`config.mk`:
```
export PLATFORM = sky130hd
export DESIGN_NAME = var_lat_divider
export DESIGN_NICKNAME = d
export VERILOG_FILES = /design/src/rtl/div_pkg.sv /design/src/rtl/div_lzc.sv /design/src/rtl/div_prep.sv /design/src/rtl/div_step.sv /design/src/rtl/div_fixup.sv /design/src/rtl/var_lat_divider.sv
export SDC_FILE = /design/constraint.sdc
export NUM_CORES = 1
export LEC_CHECK = 0
export ABC_CLOCK_PERIOD_IN_PS = 6200
export BUFFER_PORTS_ARGS = -buffer_cell sky130_fd_sc_hd__buf_2
export CAP_MARGIN = 20
export CORE_ASPECT_RATIO = 1.25
export CORE_MARGIN = 8
export CORE_UTILIZATION = 55
export DETAILED_ROUTE_END_ITERATION = 7
export GPL_TIMING_DRIVEN = 1
export HOLD_SLACK_MARGIN = 0.03
export PLACE_DENSITY_LB_ADDON = 0.08
export SETUP_SLACK_MARGIN = 0.02
export SYNTH_ARGS = -nofsm -noshare
export SYNTH_HDL_FRONTEND = slang
export SYNTH_SLANG_ARGS = --single-unit
```
`constraint.sdc`:
```
create_clock -name clk -period 6.2 [get_ports clk]
set_input_delay 0 -clock clk [delete_from_list [all_inputs] [get_ports clk]]
set_output_delay 0 -clock clk [all_outputs]
set_load 0.05 [all_outputs]
```
`src/rtl/div_pkg.sv`:
```
// Package: shared types and helpers for the variable-latency divider.
// Assumes the two-bit code layout: bit 0 = unsigned, bit 1 = remainder.
package div_pkg;

    typedef enum logic [1:0] {
        OP_QUO_S = 2'b00,
        OP_QUO_U = 2'b01,
        OP_REM_S = 2'b10,
        OP_REM_U = 2'b11
    } div_op_e;

    typedef enum logic {
        ST_IDLE = 1'b0,
        ST_RUN  = 1'b1
    } div_state_e;

    // True when the code asks for signed arithmetic
    function automatic logic op_is_signed(input logic [1:0] code);
        return ~code[0];
    endfunction

    // True when the code asks for the remainder
    function automatic logic op_wants_rem(input logic [1:0] code);
        return code[1];
    endfunction

endpackage

```
`src/rtl/div_lzc.sv`:
```
// Leading-zero counter: reports how many zero bits sit above the highest set
// bit of the input. An all-zero input reports W.
// Assumes CW is wide enough to hold W.
module div_lzc #(
    parameter int W  = 32,
    parameter int CW = $clog2(W + 1)
) (
    input  logic [W-1:0]  vec,
    output logic [CW-1:0] zeros
);

    logic seen;

    // Scan from the top bit down and stop at the first one
    always_comb begin
        zeros = CW'(W);
        seen  = 1'b0;
        for (int i = W - 1; i >= 0; i--) begin
            if (!seen && vec[i]) begin
                zeros = CW'(W - 1 - i);
                seen  = 1'b1;
            end
        end
    end

endmodule

```
`src/rtl/div_prep.sv`:
```
// Operand conditioning: forms magnitudes, detects the cases that bypass the
// loop (zero divisor, signed overflow, zero dividend) and builds their answer,
// and derives the sign corrections to apply after iteration.
// Assumes two's complement operands of width W.
module div_prep
    import div_pkg::*;
#(
    parameter int W  = 32,
    parameter int CW = $clog2(W + 1)
) (
    input  logic [1:0]    code,
    input  logic [W-1:0]  num,
    input  logic [W-1:0]  den,
    output logic [W-1:0]  num_mag,
    output logic [W-1:0]  den_mag,
    output logic [CW-1:0] num_zeros,
    output logic          flip_quo,
    output logic          flip_rem,
    output logic          bypass,
    output logic [W-1:0]  bypass_val
);

    localparam logic [W-1:0] MOST_NEG = {1'b1, {(W-1){1'b0}}};

    logic sgn;
    logic num_neg;
    logic den_neg;
    logic den_zero;
    logic ovf;
    logic num_zero;

    // Signs and magnitudes of both operands
    always_comb begin
        sgn     = op_is_signed(code);
        num_neg = sgn & num[W-1];
        den_neg = sgn & den[W-1];
        num_mag = num_neg ? (~num + 1'b1) : num;
        den_mag = den_neg ? (~den + 1'b1) : den;
    end

    div_lzc #(.W(W), .CW(CW)) lzc_i (
        .vec   (num_mag),
        .zeros (num_zeros)
    );

    // Classify the cases that skip iteration and form their answer
    always_comb begin
        den_zero = (den == '0);
        ovf      = sgn && (num == MOST_NEG) && (den == '1);
        num_zero = (num == '0);
        bypass   = den_zero | ovf | num_zero;
        if (den_zero) begin
            bypass_val = op_wants_rem(code) ? num : '1;
        end else if (ovf) begin
            bypass_val = op_wants_rem(code) ? '0 : MOST_NEG;
        end else begin
            bypass_val = '0;
        end
    end

    // Sign corrections for the iterated result
    always_comb begin
        flip_quo = num_neg ^ den_neg;
        flip_rem = num_neg;
    end

endmodule

```
`src/rtl/div_step.sv`:
```
// One restoring shift-subtract step: brings the next dividend bit into the
// partial remainder, subtracts the divisor when it fits and shifts the new
// quotient bit into the low end of the quotient register.
// Assumes the partial remainder is always smaller than the divisor.
module div_step #(
    parameter int W = 32
) (
    input  logic [W-1:0] rem_in,
    input  logic [W-1:0] quo_in,
    input  logic [W-1:0] den,
    output logic [W-1:0] rem_out,
    output logic [W-1:0] quo_out
);

    logic [W:0] shifted;
    logic [W:0] trial;
    logic       fits;

    // Trial subtraction and restore decision
    always_comb begin
        shifted = {rem_in, quo_in[W-1]};
        trial   = shifted - {1'b0, den};
        fits    = ~trial[W];
        rem_out = fits ? trial[W-1:0] : shifted[W-1:0];
        quo_out = {quo_in[W-2:0], fits};
    end

endmodule

```
`src/rtl/div_fixup.sv`:
```
// Final sign correction and selection between quotient and remainder.
// Assumes quotient and remainder are unsigned magnitudes.
module div_fixup #(
    parameter int W = 32
) (
    input  logic [W-1:0] quo_mag,
    input  logic [W-1:0] rem_mag,
    input  logic         flip_quo,
    input  logic         flip_rem,
    input  logic         want_rem,
    output logic [W-1:0] value
);

    // Negate the chosen magnitude when its sign rule requires it
    always_comb begin
        if (want_rem) begin
            value = flip_rem ? (~rem_mag + 1'b1) : rem_mag;
        end else begin
            value = flip_quo ? (~quo_mag + 1'b1) : quo_mag;
        end
    end

endmodule

```
`src/rtl/var_lat_divider.sv`:
```
// Top: sequential integer divider with data-dependent latency.
// Accepts a start when idle. Trivial cases are answered in one cycle. The
// others run one quotient bit per cycle from the dividend's highest set bit.
// Assumes a synchronous active-low reset and a single clock.
module var_lat_divider
    import div_pkg::*;
#(
    parameter int W = 32
) (
    input  logic         clk,
    input  logic         rst_n,
    input  logic         start,
    input  logic [1:0]   op,
    input  logic [W-1:0] dividend,
    input  logic [W-1:0] divisor,
    output logic         busy,
    output logic         done,
    output logic [W-1:0] result
);

    localparam int CW = $clog2(W + 1);

    div_state_e   state_q;
    logic [W-1:0] rem_q;
    logic [W-1:0] quo_q;
    logic [W-1:0] den_q;
    logic [CW-1:0] steps_q;
    logic         flip_quo_q;
    logic         flip_rem_q;
    logic         want_rem_q;
    logic         done_q;
    logic [W-1:0] result_q;

    logic [W-1:0]  num_mag;
    logic [W-1:0]  den_mag;
    logic [CW-1:0] num_zeros;
    logic          flip_quo;
    logic          flip_rem;
    logic          bypass;
    logic [W-1:0]  bypass_val;
    logic [W-1:0]  rem_nxt;
    logic [W-1:0]  quo_nxt;
    logic [W-1:0]  final_val;
    logic          accept;

    div_prep #(.W(W), .CW(CW)) prep_i (
        .code       (op),
        .num        (dividend),
        .den        (divisor),
        .num_mag    (num_mag),
        .den_mag    (den_mag),
        .num_zeros  (num_zeros),
        .flip_quo   (flip_quo),
        .flip_rem   (flip_rem),
        .bypass     (bypass),
        .bypass_val (bypass_val)
    );

    div_step #(.W(W)) step_i (
        .rem_in  (rem_q),
        .quo_in  (quo_q),
        .den     (den_q),
        .rem_out (rem_nxt),
        .quo_out (quo_nxt)
    );

    div_fixup #(.W(W)) fix_i (
        .quo_mag  (quo_nxt),
        .rem_mag  (rem_nxt),
        .flip_quo (flip_quo_q),
        .flip_rem (flip_rem_q),
        .want_rem (want_rem_q),
        .value    (final_val)
    );

    // A new operation is taken only while idle
    assign accept = start && (state_q == ST_IDLE);

    // Control state, iteration registers and result register
    always_ff @(posedge clk) begin
        if (!rst_n) begin
            state_q    <= ST_IDLE;
            rem_q      <= '0;
            quo_q      <= '0;
            den_q      <= '0;
            steps_q    <= '0;
            flip_quo_q <= 1'b0;
            flip_rem_q <= 1'b0;
            want_rem_q <= 1'b0;
            done_q     <= 1'b0;
            result_q   <= '0;
        end else begin
            done_q <= 1'b0;
            if (accept) begin
                if (bypass) begin
                    result_q <= bypass_val;
                    done_q   <= 1'b1;
                end else begin
                    state_q    <= ST_RUN;
                    rem_q      <= '0;
                    quo_q      <= num_mag << num_zeros;
                    den_q      <= den_mag;
                    steps_q    <= CW'(W) - num_zeros;
                    flip_quo_q <= flip_quo;
                    flip_rem_q <= flip_rem;
                    want_rem_q <= op_wants_rem(op);
                end
            end else if (state_q == ST_RUN) begin
                rem_q   <= rem_nxt;
                quo_q   <= quo_nxt;
                steps_q <= steps_q - 1'b1;
                if (steps_q == CW'(1)) begin
                    state_q  <= ST_IDLE;
                    result_q <= final_val;
                    done_q   <= 1'b1;
                end
            end
        end
    end

    assign busy   = (state_q == ST_RUN);
    assign done   = done_q;
    assign result = result_q;

endmodule

```
==> run metrics <==
largest family of logic cells by synthesized area=compound AO/OA/AOI/OAI gates; fillers=2488; crit path max-delay cell type=o211ai_1; ANT nets after route=0; CTS tree=built; post-synthesis mux area share=0.06145; status=finished, final reports clean; Core Util, Final=0.6126; Critical Path RT=6.51 ns; Final nets=2154; compound-cell area share of the yosys netlist=0.3102; Die X=160.4 µm; dpl cell area=15110 µm²; Reg clk slew, reported paths=0.06 ns; Mapped Cells=1988; worst IR drop on VDD=0.0001515 V; RSZ-0062 raised after global routing=no; Pwr per Cell Area=233.8 nW/µm²; worst setup margin=0.5140 ns; Via Count=16180; synthesized flop and latch total=139; drt pass-1 iters=8; Area Growth Syn to Fin=10.46%; syn_area_per_cell=7.211 µm²; area of the multi-input gates=10720 µm²; GPL Wtd Cong=1.039; global-route usage over all layers=0.3602; total CTS buffers=17; Post-route DRC=0; Synth cell types=94; post-route clock period utilization=0.9171; biggest cell delay along the critical path=0.49 ns; number of synthesized flops with an enable pin=0; routed vias/inst=6.749; Fin. Hold Viols=0; clock tree root driver cell=clkbuf_16; synth warn=0; vias in the first global route=15370; largest net degree at the start of global routing=69; gr ovfl total=0; Die Footprint=31520 µm²; Design Area, Final=15830 µm²; post-detailed-route wirelength per cell=24.69 µm; Adder-Cell Fraction of Synth Area=0.03631; worst min path class=in2reg; Final HPWL DP=45.23 mm; register area share after synthesis=0.1941; CTS Buffer Depth=2; Post-Synth Simple-Gate Area=0.2503; H-tree Lvls=4; final setup vio count=0; share of post-route cells with drive strength above 1=0.1201; Crit path top cell by count=inv_1; Routed WL=59.19 mm; # diodes=0; Mapped Area=14330 µm²; CP Class=reg2reg; core region area=25850 µm²; Setup Skew=0.01245 ns; DP Worst Slack=0.5463 ns; fin crit period=5.686 ns; worst skew pair latency=0.44 ns; Die Y=196.5 µm; Initial Utilization=0.5546; CP Capture Type=flip-flop; Peak Freq=175.9 MHz; I/O pin cnt=103; Max FO, Critical Path=6; CP Data Arrival Time=6.00 ns; max cap viols=0; I/O Buffers=102; Leak Pwr=6.447 nW; Synth Area in XOR/XNOR=0.08737; Fin Setup TNS=0 ns; CP startpoint kind=flip-flop; Clock Sinks=139; Hold WS=0.04151 ns; sequential cell area=2784 µm²; Synth async-reset ratio=0; initial antenna violation count=2; max-slew violation count=0; Core Rows=66; Slew headroom=0.2819; syn nets=2098; Iter 0 DRT Violations=1768; crit-path cells=inv_1 > ha_1 > inv_1 > fa_1 > a211oi_2 > o21a_1 > o211ai_1 > a32oi_1 > a211o_1 > nor2_2 > inv_1 > nand2_1 > o21ai_0 > inv_1 > ha_1 > nand2b_1 > nor4_1 > nand3_1 > mux2i_2 > o221ai_1 > o31ai_1 > xor2_1 > a21oi_1 > a2111oi_0; worst slew pin tran=1.077 ns; Top FF cell, synth=dfxtp_1; first-pass GRT wire length=89.44 mm
[metrics by stage]
step                std cells  total power, mW
detailed placement       2347            2.711
global placement         2347            2.699
CTS                      2394            3.641
finish                   2397            3.703
global route             2397            3.869
floorplan                1988            2.203
[flip-flops by register name, summed over array words and instances, names as in the netlist]
name	flops
done	1
busy	1
quo_q	32
flip_rem_q	1
flip_quo_q	1
steps_q	6
den_q	32
want_rem_q	1
rem_q	32
result	32
[cells in the final DEF, fill, tap and decap left out, drive strengths merged, types with 12 or more instances in the layout]
| cell | instances |
|---|---|
| nand2 | 198 |
| nor2 | 164 |
| o21ai | 159 |
| buf | 157 |
| dfxtp | 139 |
| a21oi | 138 |
| xnor2 | 79 |
| mux2i | 79 |
| inv | 73 |
| xor2 | 64 |
| nor3 | 62 |
| ha | 40 |
| o211a | 36 |
| nand3 | 36 |
| nor2b | 33 |
| o211ai | 32 |
| and2 | 31 |
| and3 | 30 |
| a31oi | 30 |
| nor4 | 30 |
| o31ai | 29 |
| o21a | 27 |
| or3 | 25 |
| nand4 | 24 |
| clkbuf | 21 |
| a21o | 20 |
| o22ai | 17 |
| a211oi | 16 |
| nand2b | 15 |
| dlygate4sd3 | 15 |
| a311oi | 14 |
| or4 | 13 |
| a21boi | 12 |
[Yosys cell counts, drive strengths merged (40+ instances only)]
library cell	number	area, µm²
a21oi	138	690.7
clkbuf	111	416.7
nand2	198	753.2
inv	73	274.0
nor2	164	615.6
mux2i	79	790.8
xor2	64	560.5
dfxtp	139	2783
nor3	62	321.6
o21ai	159	795.8
xnor2	79	691.9
ha	40	500.5
[per-layer routing]
metal,share of wire,wire length (µm),GRT usage
met2,0.49,28840,0.6251
met3,0.069,4109,0.05698
met5,0,0,0
met1,0.36,21380,0.3870
met4,0.082,4868,0.2833
[final cells by class]
| cell class | instances | share of cell area |
|---|---|---|
| Clock buffer | 21 | 0.02845 |
| Tap cell | 340 | 0.02687 |
| Clock inverter | 11 | 0.004662 |
| Inverter | 78 | 0.01849 |
| Timing Repair Buffer | 172 | 0.06891 |
| Multi-Input combinational cell | 1636 | 0.6768 |
| Sequential cell | 139 | 0.1758 |
[cells by family after synthesis]
| family | after synthesis |
|---|---|
| flops | 139 |
| fa+ha+maj | 41 |
| xor+xnor | 143 |
| mux | 87 |
| simple gates | 709 |
| compound gates | 656 |
| buf+inv | 213 |
[where the power goes]
part | total [mW] | switching, mW | leakage, nW | internal [mW]
combinational | 1.72 | 1.11 | 5.07 | 0.605
clock | 0.931 | 0.413 | 0.241 | 0.517
sequential | 1.06 | 0.0952 | 1.14 | 0.960
[worst paths after layout]
kind                     startpoint                      end  slack [ns]  cells after the start
max          quo_q[31]$_SDFFE_PN0P_  result[26]$_SDFFE_PN0P_        0.51                     24
min                      divisor[6]    den_q[6]$_SDFFE_PN0P_        0.04                      4
max reg2reg  quo_q[31]$_SDFFE_PN0P_  result[26]$_SDFFE_PN0P_        0.51                     24
min reg2reg  result[5]$_SDFFE_PN0P_   result[5]$_SDFFE_PN0P_        0.46                      2
[worst max-delay path: cells and delay by family (launching register included)]
| family | cells | cell delay (ns) |
|---|---|---|
| XOR/XNOR | 1 | 0.18 |
| adder cells (fa/ha/maj) | 3 | 0.65 |
| multiplexers | 1 | 0.31 |
| AO/OA/AOI/OAI | 10 | 2.74 |
| AND/OR/NAND/NOR | 5 | 0.94 |
| buffers and inverters | 4 | 0.34 |
| flip-flops | 1 | 0.38 |
[repair_timing]
action | CTS | global route
resized for setup | 0 | 2
setup endpoints to repair | 0 | 1
setup buffers | 0 | 0
hold buffers | 15 | 0
endpoints found under the hold margin | 18 | 0
(Power assumes the default switching activity.)
